<file path="src/rtl/halfmac_pkg.sv">
package halfmac_pkg;
    localparam int WORD_W     = 32;
    localparam int HALF_W     = 16;
    localparam int TOP_W      = 8;
    localparam int ACC_W      = WORD_W + TOP_W;
    localparam int NUM_MREG   = 4;
    localparam int MREG_IDX_W = $clog2(NUM_MREG);
    localparam int ADDR_STEP  = 4;
    localparam int ALIGN_W    = $clog2(ADDR_STEP);

    typedef enum logic [1:0] {
        CLS_UMUL = 2'd0,
        CLS_MUL  = 2'd1,
        CLS_MULA = 2'd2,
        CLS_MULS = 2'd3
    } mac_class_e;

    typedef enum logic { ST_IDLE, ST_WAIT } mac_state_e;

    typedef struct packed {
        mac_class_e            cls;
        logic                  src_a_m;
        logic                  src_b_m;
        logic                  hi_a;
        logic                  hi_b;
        logic                  sel_x;
        logic                  sel_y;
        logic                  do_mul;
        logic                  do_load;
        logic                  dec;
        logic [MREG_IDX_W-1:0] ld_dst;
    } mac_req_t;

    typedef struct packed {
        logic [WORD_W-1:0] hi;
        logic [WORD_W-1:0] lo;
    } acc_t;

    // Extract one half of a word and widen it to a full word.
    function automatic logic [WORD_W-1:0] half_pick(
        input logic [WORD_W-1:0] w,
        input logic              upper,
        input logic              uns
    );
        logic [HALF_W-1:0] h;
        h = upper ? w[WORD_W-1:HALF_W] : w[HALF_W-1:0];
        return {{(WORD_W-HALF_W){~uns & h[HALF_W-1]}}, h};
    endfunction

    // Widen the significant top byte of the accumulator to a word.
    function automatic logic [WORD_W-1:0] top_sext(input logic [TOP_W-1:0] b);
        return {{(WORD_W-TOP_W){b[TOP_W-1]}}, b};
    endfunction
endpackage

</file>
<file path="src/rtl/halfmac_operand.sv">
module halfmac_operand
    import halfmac_pkg::*;
(
    input  logic [WORD_W-1:0] reg_word,
    input  logic [WORD_W-1:0] m_first,
    input  logic [WORD_W-1:0] m_second,
    input  logic              from_mreg,
    input  logic              pick_second,
    input  logic              take_upper,
    input  logic              is_unsigned,
    output logic [WORD_W-1:0] value
);
    logic [WORD_W-1:0] src_word;

    always_comb begin
        if (from_mreg) src_word = pick_second ? m_second : m_first;
        else           src_word = reg_word;
        value = half_pick(src_word, take_upper, is_unsigned);
    end
endmodule

</file>
<file path="src/rtl/halfmac_mregs.sv">
module halfmac_mregs
    import halfmac_pkg::*;
(
    input  logic                               clk,
    input  logic                               rst,
    input  logic                               wr_en,
    input  logic [MREG_IDX_W-1:0]              wr_idx,
    input  logic [WORD_W-1:0]                  wr_data,
    output logic [NUM_MREG-1:0][WORD_W-1:0]    regs
);
    for (genvar gi = 0; gi < NUM_MREG; gi++) begin : g_reg
        always_ff @(posedge clk) begin
            if (rst)
                regs[gi] <= '0;
            else if (wr_en && wr_idx == MREG_IDX_W'(gi))
                regs[gi] <= wr_data;
        end
    end
endmodule

</file>
<file path="src/rtl/halfmac_accum.sv">
module halfmac_accum
    import halfmac_pkg::*;
(
    input  mac_class_e        cls,
    input  logic [WORD_W-1:0] op_a,
    input  logic [WORD_W-1:0] op_b,
    input  logic [WORD_W-1:0] lo_in,
    input  logic [TOP_W-1:0]  top_in,
    output logic [WORD_W-1:0] lo_out,
    output logic [WORD_W-1:0] hi_out
);
    logic [WORD_W-1:0] prod;
    logic [ACC_W-1:0]  acc_cur;
    logic [ACC_W-1:0]  prod_wide;
    logic [ACC_W-1:0]  acc_res;

    always_comb begin
        prod      = op_a * op_b;
        acc_cur   = {top_in, lo_in};
        prod_wide = {{TOP_W{prod[WORD_W-1]}}, prod};
        acc_res   = (cls == CLS_MULS) ? acc_cur - prod_wide : acc_cur + prod_wide;
        unique case (cls)
            CLS_UMUL: begin lo_out = prod; hi_out = '0; end
            CLS_MUL:  begin lo_out = prod; hi_out = {WORD_W{prod[WORD_W-1]}}; end
            default:  begin
                lo_out = acc_res[WORD_W-1:0];
                hi_out = top_sext(acc_res[ACC_W-1:WORD_W]);
            end
        endcase
    end
endmodule

</file>
<file path="src/rtl/halfmac_unit.sv">
module halfmac_unit
    import halfmac_pkg::*;
(
    input  logic                  clk,
    input  logic                  rst,
    input  logic                  req_valid,
    output logic                  req_ready,
    input  logic [1:0]            req_class,
    input  logic                  req_src_a_m,
    input  logic                  req_src_b_m,
    input  logic                  req_hi_a,
    input  logic                  req_hi_b,
    input  logic                  req_sel_x,
    input  logic                  req_sel_y,
    input  logic                  req_mul,
    input  logic                  req_load,
    input  logic                  req_dec,
    input  logic [MREG_IDX_W-1:0] req_ld_dst,
    input  logic [WORD_W-1:0]     rs_data,
    input  logic [WORD_W-1:0]     rt_data,
    output logic                  mem_rd_req,
    output logic [WORD_W-1:0]     mem_rd_addr,
    input  logic                  mem_rd_valid,
    input  logic [WORD_W-1:0]     mem_rd_data,
    input  logic                  acc_wr_en,
    input  logic                  acc_wr_hi,
    input  logic [WORD_W-1:0]     acc_wr_data,
    output logic [WORD_W-1:0]     acc_lo,
    output logic [WORD_W-1:0]     acc_hi,
    output logic                  base_wr_en,
    output logic [WORD_W-1:0]     base_wr_data,
    output logic                  done,
    output logic                  reserved_err,
    output logic                  align_err
);
    mac_state_e                      state_q;
    mac_req_t                        live_req, held_req, use_req;
    logic [WORD_W-1:0]               held_rt, held_addr, ld_addr;
    logic [NUM_MREG-1:0][WORD_W-1:0] mreg_q;
    acc_t                            acc_q;
    logic [WORD_W-1:0]               new_lo, new_hi;
    logic                            waiting, rsv, misaligned, go_load, load_back;

    logic [1:0]                      from_m, pick_2nd, take_up;
    logic [1:0][WORD_W-1:0]          reg_word, opnd;

    assign live_req = '{
        cls:     mac_class_e'(req_class),
        src_a_m: req_src_a_m,
        src_b_m: req_src_b_m,
        hi_a:    req_hi_a,
        hi_b:    req_hi_b,
        sel_x:   req_sel_x,
        sel_y:   req_sel_y,
        do_mul:  req_mul,
        do_load: req_load,
        dec:     req_dec,
        ld_dst:  req_ld_dst
    };

    assign waiting   = (state_q == ST_WAIT);
    assign use_req   = waiting ? held_req : live_req;
    assign load_back = waiting && mem_rd_valid;

    // Request legality and address formation
    always_comb begin
        ld_addr = live_req.dec ? rs_data - WORD_W'(ADDR_STEP)
                               : rs_data + WORD_W'(ADDR_STEP);
        rsv = (live_req.do_load && live_req.do_mul && live_req.cls != CLS_MULA)
            || (live_req.do_mul && live_req.cls == CLS_UMUL
                && (live_req.src_a_m || live_req.src_b_m || live_req.do_load))
            || (!live_req.do_mul && !live_req.do_load);
        misaligned = live_req.do_load && (ld_addr[ALIGN_W-1:0] != '0);
        go_load    = live_req.do_load && !rsv && !misaligned;
    end

    // Operand routing: a load forces the first operand onto the registers
    always_comb begin
        from_m[0]   = use_req.src_a_m || use_req.do_load;
        from_m[1]   = use_req.src_b_m;
        pick_2nd[0] = use_req.sel_x;
        pick_2nd[1] = use_req.sel_y;
        take_up[0]  = use_req.hi_a;
        take_up[1]  = use_req.hi_b;
        reg_word[0] = rs_data;
        reg_word[1] = waiting ? held_rt : rt_data;
    end

    for (genvar gi = 0; gi < 2; gi++) begin : g_opnd
        halfmac_operand u_opnd (
            .reg_word    (reg_word[gi]),
            .m_first     (mreg_q[2*gi]),
            .m_second    (mreg_q[2*gi+1]),
            .from_mreg   (from_m[gi]),
            .pick_second (pick_2nd[gi]),
            .take_upper  (take_up[gi]),
            .is_unsigned (use_req.cls == CLS_UMUL),
            .value       (opnd[gi])
        );
    end

    halfmac_accum u_accum (
        .cls    (use_req.cls),
        .op_a   (opnd[0]),
        .op_b   (opnd[1]),
        .lo_in  (acc_q.lo),
        .top_in (acc_q.hi[TOP_W-1:0]),
        .lo_out (new_lo),
        .hi_out (new_hi)
    );

    halfmac_mregs u_mregs (
        .clk     (clk),
        .rst     (rst),
        .wr_en   (load_back),
        .wr_idx  (held_req.ld_dst),
        .wr_data (mem_rd_data),
        .regs    (mreg_q)
    );

    always_ff @(posedge clk) begin
        if (rst) begin
            state_q      <= ST_IDLE;
            held_req     <= '0;
            held_rt      <= '0;
            held_addr    <= '0;
            acc_q        <= '0;
            done         <= 1'b0;
            reserved_err <= 1'b0;
            align_err    <= 1'b0;
            base_wr_en   <= 1'b0;
        end else begin
            done         <= 1'b0;
            reserved_err <= 1'b0;
            align_err    <= 1'b0;
            base_wr_en   <= 1'b0;
            unique case (state_q)
                ST_IDLE: begin
                    if (req_valid) begin
                        done         <= !go_load;
                        reserved_err <= rsv;
                        align_err    <= !rsv && misaligned;
                        if (go_load) begin
                            state_q   <= ST_WAIT;
                            held_req  <= live_req;
                            held_rt   <= rt_data;
                            held_addr <= ld_addr;
                        end else if (!rsv && !misaligned && live_req.do_mul) begin
                            acc_q <= '{hi: new_hi, lo: new_lo};
                        end
                    end else if (acc_wr_en) begin
                        if (acc_wr_hi) acc_q.hi <= top_sext(acc_wr_data[TOP_W-1:0]);
                        else           acc_q.lo <= acc_wr_data;
                    end
                end
                ST_WAIT: begin
                    if (mem_rd_valid) begin
                        state_q    <= ST_IDLE;
                        done       <= 1'b1;
                        base_wr_en <= 1'b1;
                        if (held_req.do_mul) acc_q <= '{hi: new_hi, lo: new_lo};
                    end
                end
                default: state_q <= ST_IDLE;
            endcase
        end
    end

    assign req_ready    = !waiting;
    assign mem_rd_req   = waiting;
    assign mem_rd_addr  = held_addr;
    assign base_wr_data = held_addr;
    assign acc_lo       = acc_q.lo;
    assign acc_hi       = acc_q.hi;
endmodule

</file>
<file path="config.mk">
export PLATFORM = sky130hd
export DESIGN_NAME = halfmac_unit
export DESIGN_NICKNAME = d
export VERILOG_FILES = /design/src/rtl/halfmac_pkg.sv /design/src/rtl/halfmac_operand.sv /design/src/rtl/halfmac_mregs.sv /design/src/rtl/halfmac_accum.sv /design/src/rtl/halfmac_unit.sv
export SDC_FILE = /design/constraint.sdc
export NUM_CORES = 2
export LEC_CHECK = 0
export CAP_MARGIN = 20
export CORE_MARGIN = 2
export CORE_UTILIZATION = 50
export CTS_CLUSTER_DIAMETER = 60
export DETAILED_ROUTE_END_ITERATION = 12
export PLACE_DENSITY = 0.73
export SLEW_MARGIN = 5
export SYNTH_ARGS = -nofsm -noshare
export SYNTH_HDL_FRONTEND = slang
export SYNTH_HIERARCHICAL = 1
export SYNTH_SLANG_ARGS = --single-unit
</file>
<file path="constraint.sdc">
create_clock -name clk -period 13.8 [get_ports clk]
set_clock_uncertainty 0.15 [all_clocks]
set_input_delay 2.76 -clock clk [delete_from_list [all_inputs] [get_ports clk]]
set_output_delay 2.76 -clock clk [all_outputs]
set_load 0.01 [all_outputs]
</file>
Word level (Yosys, flattened, before mapping)
Index checks and enable logic that the tools add are counted. W data, S select, Z words.

Flip-flop bits (word level): 274. Bits of input ports: 147. Output and inout bits: 134. Word-level logic and storage cells: 112.

Add/sub/neg operators: 4. Multiply operators: 1. Equality and inequality tests: 13. Multiplexer cells: 28. Bitwise logic cells: 5. Reductions and logical operators: 37.

Operators with widths (number): $mux W64 (6); $mux W32 (9); $pmux W64 S2 (1); $pmux W32 S2 (1); $add A40 B40 Y40 (1); $mux W40 (1); $sub A40 B40 Y40 (1); $add A32 B3 Y32 const B (1); $mul A17 B17 Y32 (1); $mux W16 (2); $sub A32 B3 Y32 const B (1); $logic_and A1 B1 Y1 (16); $ne A3 B3 Y1 const B (5); $mux W13 (1); $reduce_and A6 Y1 (2); $eq A2 B2 Y1 const B (3); $logic_not A1 Y1 (6); $logic_not A2 Y1 (3); $logic_or A1 B1 Y1 (5); $mux W1 (5); $eq A2 B1 Y1 const B (2); $ne A2 B2 Y1 const B (2); $pmux W1 S2 (2); $reduce_or A2 Y1 (2); 6 further kinds (9).

Logic depth before layout (Yosys ltp)
Depth in word-level cells: 13. Mapped depth: 53. Depth with buffers taken out: 46.

Hierarchy
The synthesis kept the hierarchy.

By module, submodules not included: halfmac_accum (times used 1, cells each 2300, area an instance 19453.7 um2, sequential area each 0.0 um2); halfmac_unit (times used 1, cells each 952, area an instance 7706.1 um2, sequential area each 2902.8 um2); halfmac_mregs (times used 1, cells each 454, area an instance 5063.6 um2, sequential area each 2562.5 um2); halfmac_operand (times used 2, cells each 111, area an instance 1024.7 um2, sequential area each 0.0 um2).

Least setup slack after synthesis
OpenSTA, ideal clock, no wires.

Path kind: input -> register. Start: input port req_sel_x. End: register acc_q, in the netlist acc_hi[13]. Library setup time: 0.086 ns. Arrival: 14.004 ns. Data required time: 13.564 ns. Slack: -0.439 ns. Stages: 44. Buffers on the path: 5. Path through: mux2_2 > buf_4 > mux2i_1 > a211oi_1 > o21ba_1 > buf_4 > clkbuf_1 > and2_1 > fa_1 > inv_1 > fa_1 > fa_1 > fa_1 > inv_1 > fa_1 > fa_1 > fa_1 > fa_1 > (+8 left out) > a2111oi_2 > nand3_1 > o311a_4 > nor2_1 > ha_1 > a21oi_1 > o21bai_1 > a21o_1 > a21oi_1 > o21ai_0 > a211o_1 > o21ai_0 > a21oi_1 > xnor2_1 > o211ai_1 > buf_4 > a21oi_1 > a211oi_1.

RTL lines: start: declaration (line halfmac_unit.sv:13) `input logic req_sel_x,`; end signal: assignment (line halfmac_unit.sv:149) `acc_q <= '{hi: new_hi, lo: new_lo};`; end signal: assignment (line halfmac_unit.sv:161) `if (held_req.do_mul) acc_q <= '{hi: new_hi, lo: new_lo};`; end: declaration (line halfmac_unit.sv:40) `acc_t acc_q;`.

==> qor.csv <==
stage,metric,value,unit
layout,Fillers,5621,
layout,Area growth syn-to-layout,23.1,%
synth,Ys Warns,6,
die,Die Footprint,70700,um^2
clock_tree,CTS Buffer Depth,3,
layout,"most common cell after layout, fill and taps aside",nand2_1,
sta,Tmin final,13.64,ns
route,post-detailed-route DRC marker count,0,
sta,worst slew pin tran,1.04,ns
sta,period utilization,98.8,%
die,row count,95,
setup_path,largest stage delay on the critical path,0.59,ns
worst_hold_path,worst min-delay path category,reg -> reg,
setup_path,worst reg2reg path depth,46,
global_route,largest net degree at the start of global routing,124,
route,WL final,102,mm
die,top-level port count,281,
global_route,Global Route Usage Sum,28.1,%
route,drt pass-1 iters,7,
worst_hold_path,hold path start,held_rt[15],
setup_path,"Largest delay share family, worst path",adder cells,
setup_path,CP max FO,28,
synth,largest family of logic cells by synthesized area,adder cells,
setup_path,worst r2r src,mem_rd_req,
sta,Fin Setup TNS,0,ns
synth,mux share of post-synthesis cell area,8.66,%
global_route,vias in the first global route,28900,
clock_tree,H-tree depth,1,
setup_path,crit path DAT,13.98,ns
synth,post-synthesis compound-gate area fraction,11.9,%
route,wire per inst,19.4,um
clock_tree,latest clock arrival within the worst-skew pair,0.58,ns
setup_path,Reg-to-Reg End,acc_hi[18],
run_status,status,finished clean,
synth,Syn Area/Cell,8.73,um^2
clock_tree,"Clk pin slew, worst setup/hold paths",0.06,ns
worst_hold_path,worst hold path endpoint,held_rt[15],
placement,DPL Wire Length,79.3,mm
setup_path,Worst R2R Setup Slack,1.45,ns
sta,final setup vio count,0,
layout,layout cells sized above 1,17.6,%
clock_tree,CTS root buffer,clkbuf_16,
clock_tree,clk sinks,273,
sta,max-slew violations,0,
synth,Yosys reg bits,273,
route,1st-iter DRT viols,2448,
synth,post-synthesis adder-cell area fraction,30.9,%
layout,post-layout net count,5099,
route,vias after detailed routing,28900,
sta,Hold Fails Final Rpt,0,
synth,Synth Area in XOR/XNOR,4.34,%
clock_tree,CTS Hold Bufs,0,
layout,antenna fix cells,0,
route,ANT nets after route,0,
synth,Main synth FF type,dfxtp_1,
setup_path,cell repeated most along the worst path,fa_1,
synth,post-synthesis sequential area ratio,15.9,%
synth,Synth Instances,3928,
run,Max Cap Viol,0,
placement,cell total after placement,5129,
synth,ys async rst share,0,%
global_route,first-pass GRT wire length,158,mm
worst_hold_path,Min-Delay Path Depth,2,
synth,Syn Nets,4676,
setup_path,CP endpoint kind,register,
setup_path,"logic depth of the worst path, buffers included",48,
die,Starting Density,50.8,%
route,Via density,5.51,
layout,most frequent cells in the layout,"nand2_1, inv_1, fa_1, buf_4, and2_1",
global_route,total global routing overflow,0,
setup_path,WS Path Type,in -> reg,
die,core area,67500,um^2
die,DIE WIDTH,266,um
global_route,initial antenna violation count,2,
setup_path,critical path startpoint category,input pin,
synth,Yosys cell types,102,
placement,# port buffers,280,
sta,Max Freq,0.0733,GHz
clock_tree,total clock buffers created by CTS,31,
sta,Max-slew headroom,30.8,%
sta,Min Hold Slack,0.303,ns
placement,pre-CTS WS,-0.545,ns
synth,Post-synth EDFFs,0,
synth,simple-gate portion of the synthesized area,18.4,%
setup_path,"Slowest-stage cell, CP",fa_1,
die,Die Y,266,um
synth,Mapped Area,34300,um^2
sta,Final WS setup,0.160,ns
clock_tree,TritonCTS clock tree,built,
setup_path,CP required,14.14,ns
layout,Non-Filler Instances,5248,
setup_path,CP bufs+invs,10,
placement,gpl congestion,0.963,
[final cells by class]
type                            instances  area [um^2]  share of cell area (%)
Multi-Input combinational cell       2907        26400                    62.7
Tap cell                              873         1090                    2.59
Clock inverter                         19          236                   0.560
Inverter                              434         1630                    3.86
Clock buffer                           38          832                    1.97
Timing Repair Buffer                  704         6500                    15.4
Sequential cell                       273         5470                    13.0
[through the flow]
stage | util, % | area (um^2)
6_report | 62.5 | 42200
5_1_grt | 62.5 | 42200
4_1_cts | 60.4 | 40800
3_5_place_dp | 58.8 | 39700
3_3_place_gp | 58.8 | 39700
2_1_floorplan | - | 34500
[Yosys cell counts (24+ instances only)]
| library cell | instances | area share [%] |
|---|---|---|
| clkbuf_1 | 171 | 1.9 |
| a211oi_1 | 57 | 1.2 |
| o21ai_0 | 75 | 1.1 |
| a21o_1 | 49 | 1.1 |
| a311oi_1 | 26 | 0.66 |
| mux2_4 | 24 | 1.1 |
| o22ai_1 | 29 | 0.53 |
| mux2i_1 | 167 | 4.9 |
| xnor2_1 | 117 | 3.0 |
| dfxtp_1 | 273 | 16 |
| ha_1 | 191 | 7.0 |
| nor2_1 | 149 | 1.6 |
| a31oi_1 | 45 | 0.82 |
| nand2_1 | 482 | 5.3 |
| inv_1 | 434 | 4.8 |
| a21oi_1 | 197 | 2.9 |
| fa_1 | 410 | 24 |
| nand3_1 | 28 | 0.41 |
| nand2b_1 | 177 | 3.2 |
| xor2_1 | 49 | 1.3 |
| and2_1 | 305 | 5.6 |
| mux2_2 | 77 | 2.5 |
| buf_4 | 99 | 2.2 |
[sequential cells by signal (all words and copies together) (netlist names)]
register and cells:
u_mregs/regs 128, acc_hi 32, acc_lo 32, base_wr_data 32, held_rt 32, held_req 12
align_err 1, base_wr_en 1, done 1, mem_rd_req 1, reserved_err 1
[how the worst max path moves through the flow]
stage                           start    endpoint
after floorplan              req_hi_b  acc_hi[26]
after global placement       req_load   acc_hi[7]
after detailed placement     req_load  acc_hi[19]
after CTS                    req_hi_a  acc_hi[29]
after global routing      req_src_b_m  acc_hi[22]
final                     req_src_b_m  acc_hi[18]
[worst min-delay path, stage by stage (launching register included)]
cell     delay (ns)
dfxtp_1        0.31
nand2_1        0.05
a21oi_1        0.05
[logic make-up (layout without fill, tap and decap cells)]
kind of cell               Yosys count  in the layout
muxes                              274            274
adders and majority gates          601            601
AOI/OAI and AO/OA                  615            615
xor gates and xnor gates           168            168
buffers and inverters              748           1195
DFF                                273            273
and+or+nand+nor                   1249           1249
[per-layer routing]
layer  routed length, um  part of all wire, %  vias to the layer above  track usage [%]
met5                   0                    0                        -                0
li1                    -                    -                    13500                -
met2               47600                   47                     1033             46.9
met3                6630                  6.5                      229             3.26
met1               43700                   43                    14100             37.9
met4                3990                  3.9                        0             9.43
[repair_timing]
item | CTS | global route
pin swaps | 0 | 71
setup endpoints to repair | 2 | 34
resized for setup | 1 | 185
cloned | 0 | 7
setup buffers | 0 | 55
Power is left out: the tool's default activity adds up to more than one toggle a clock period on the data nets, which glitch-free logic cannot reach.
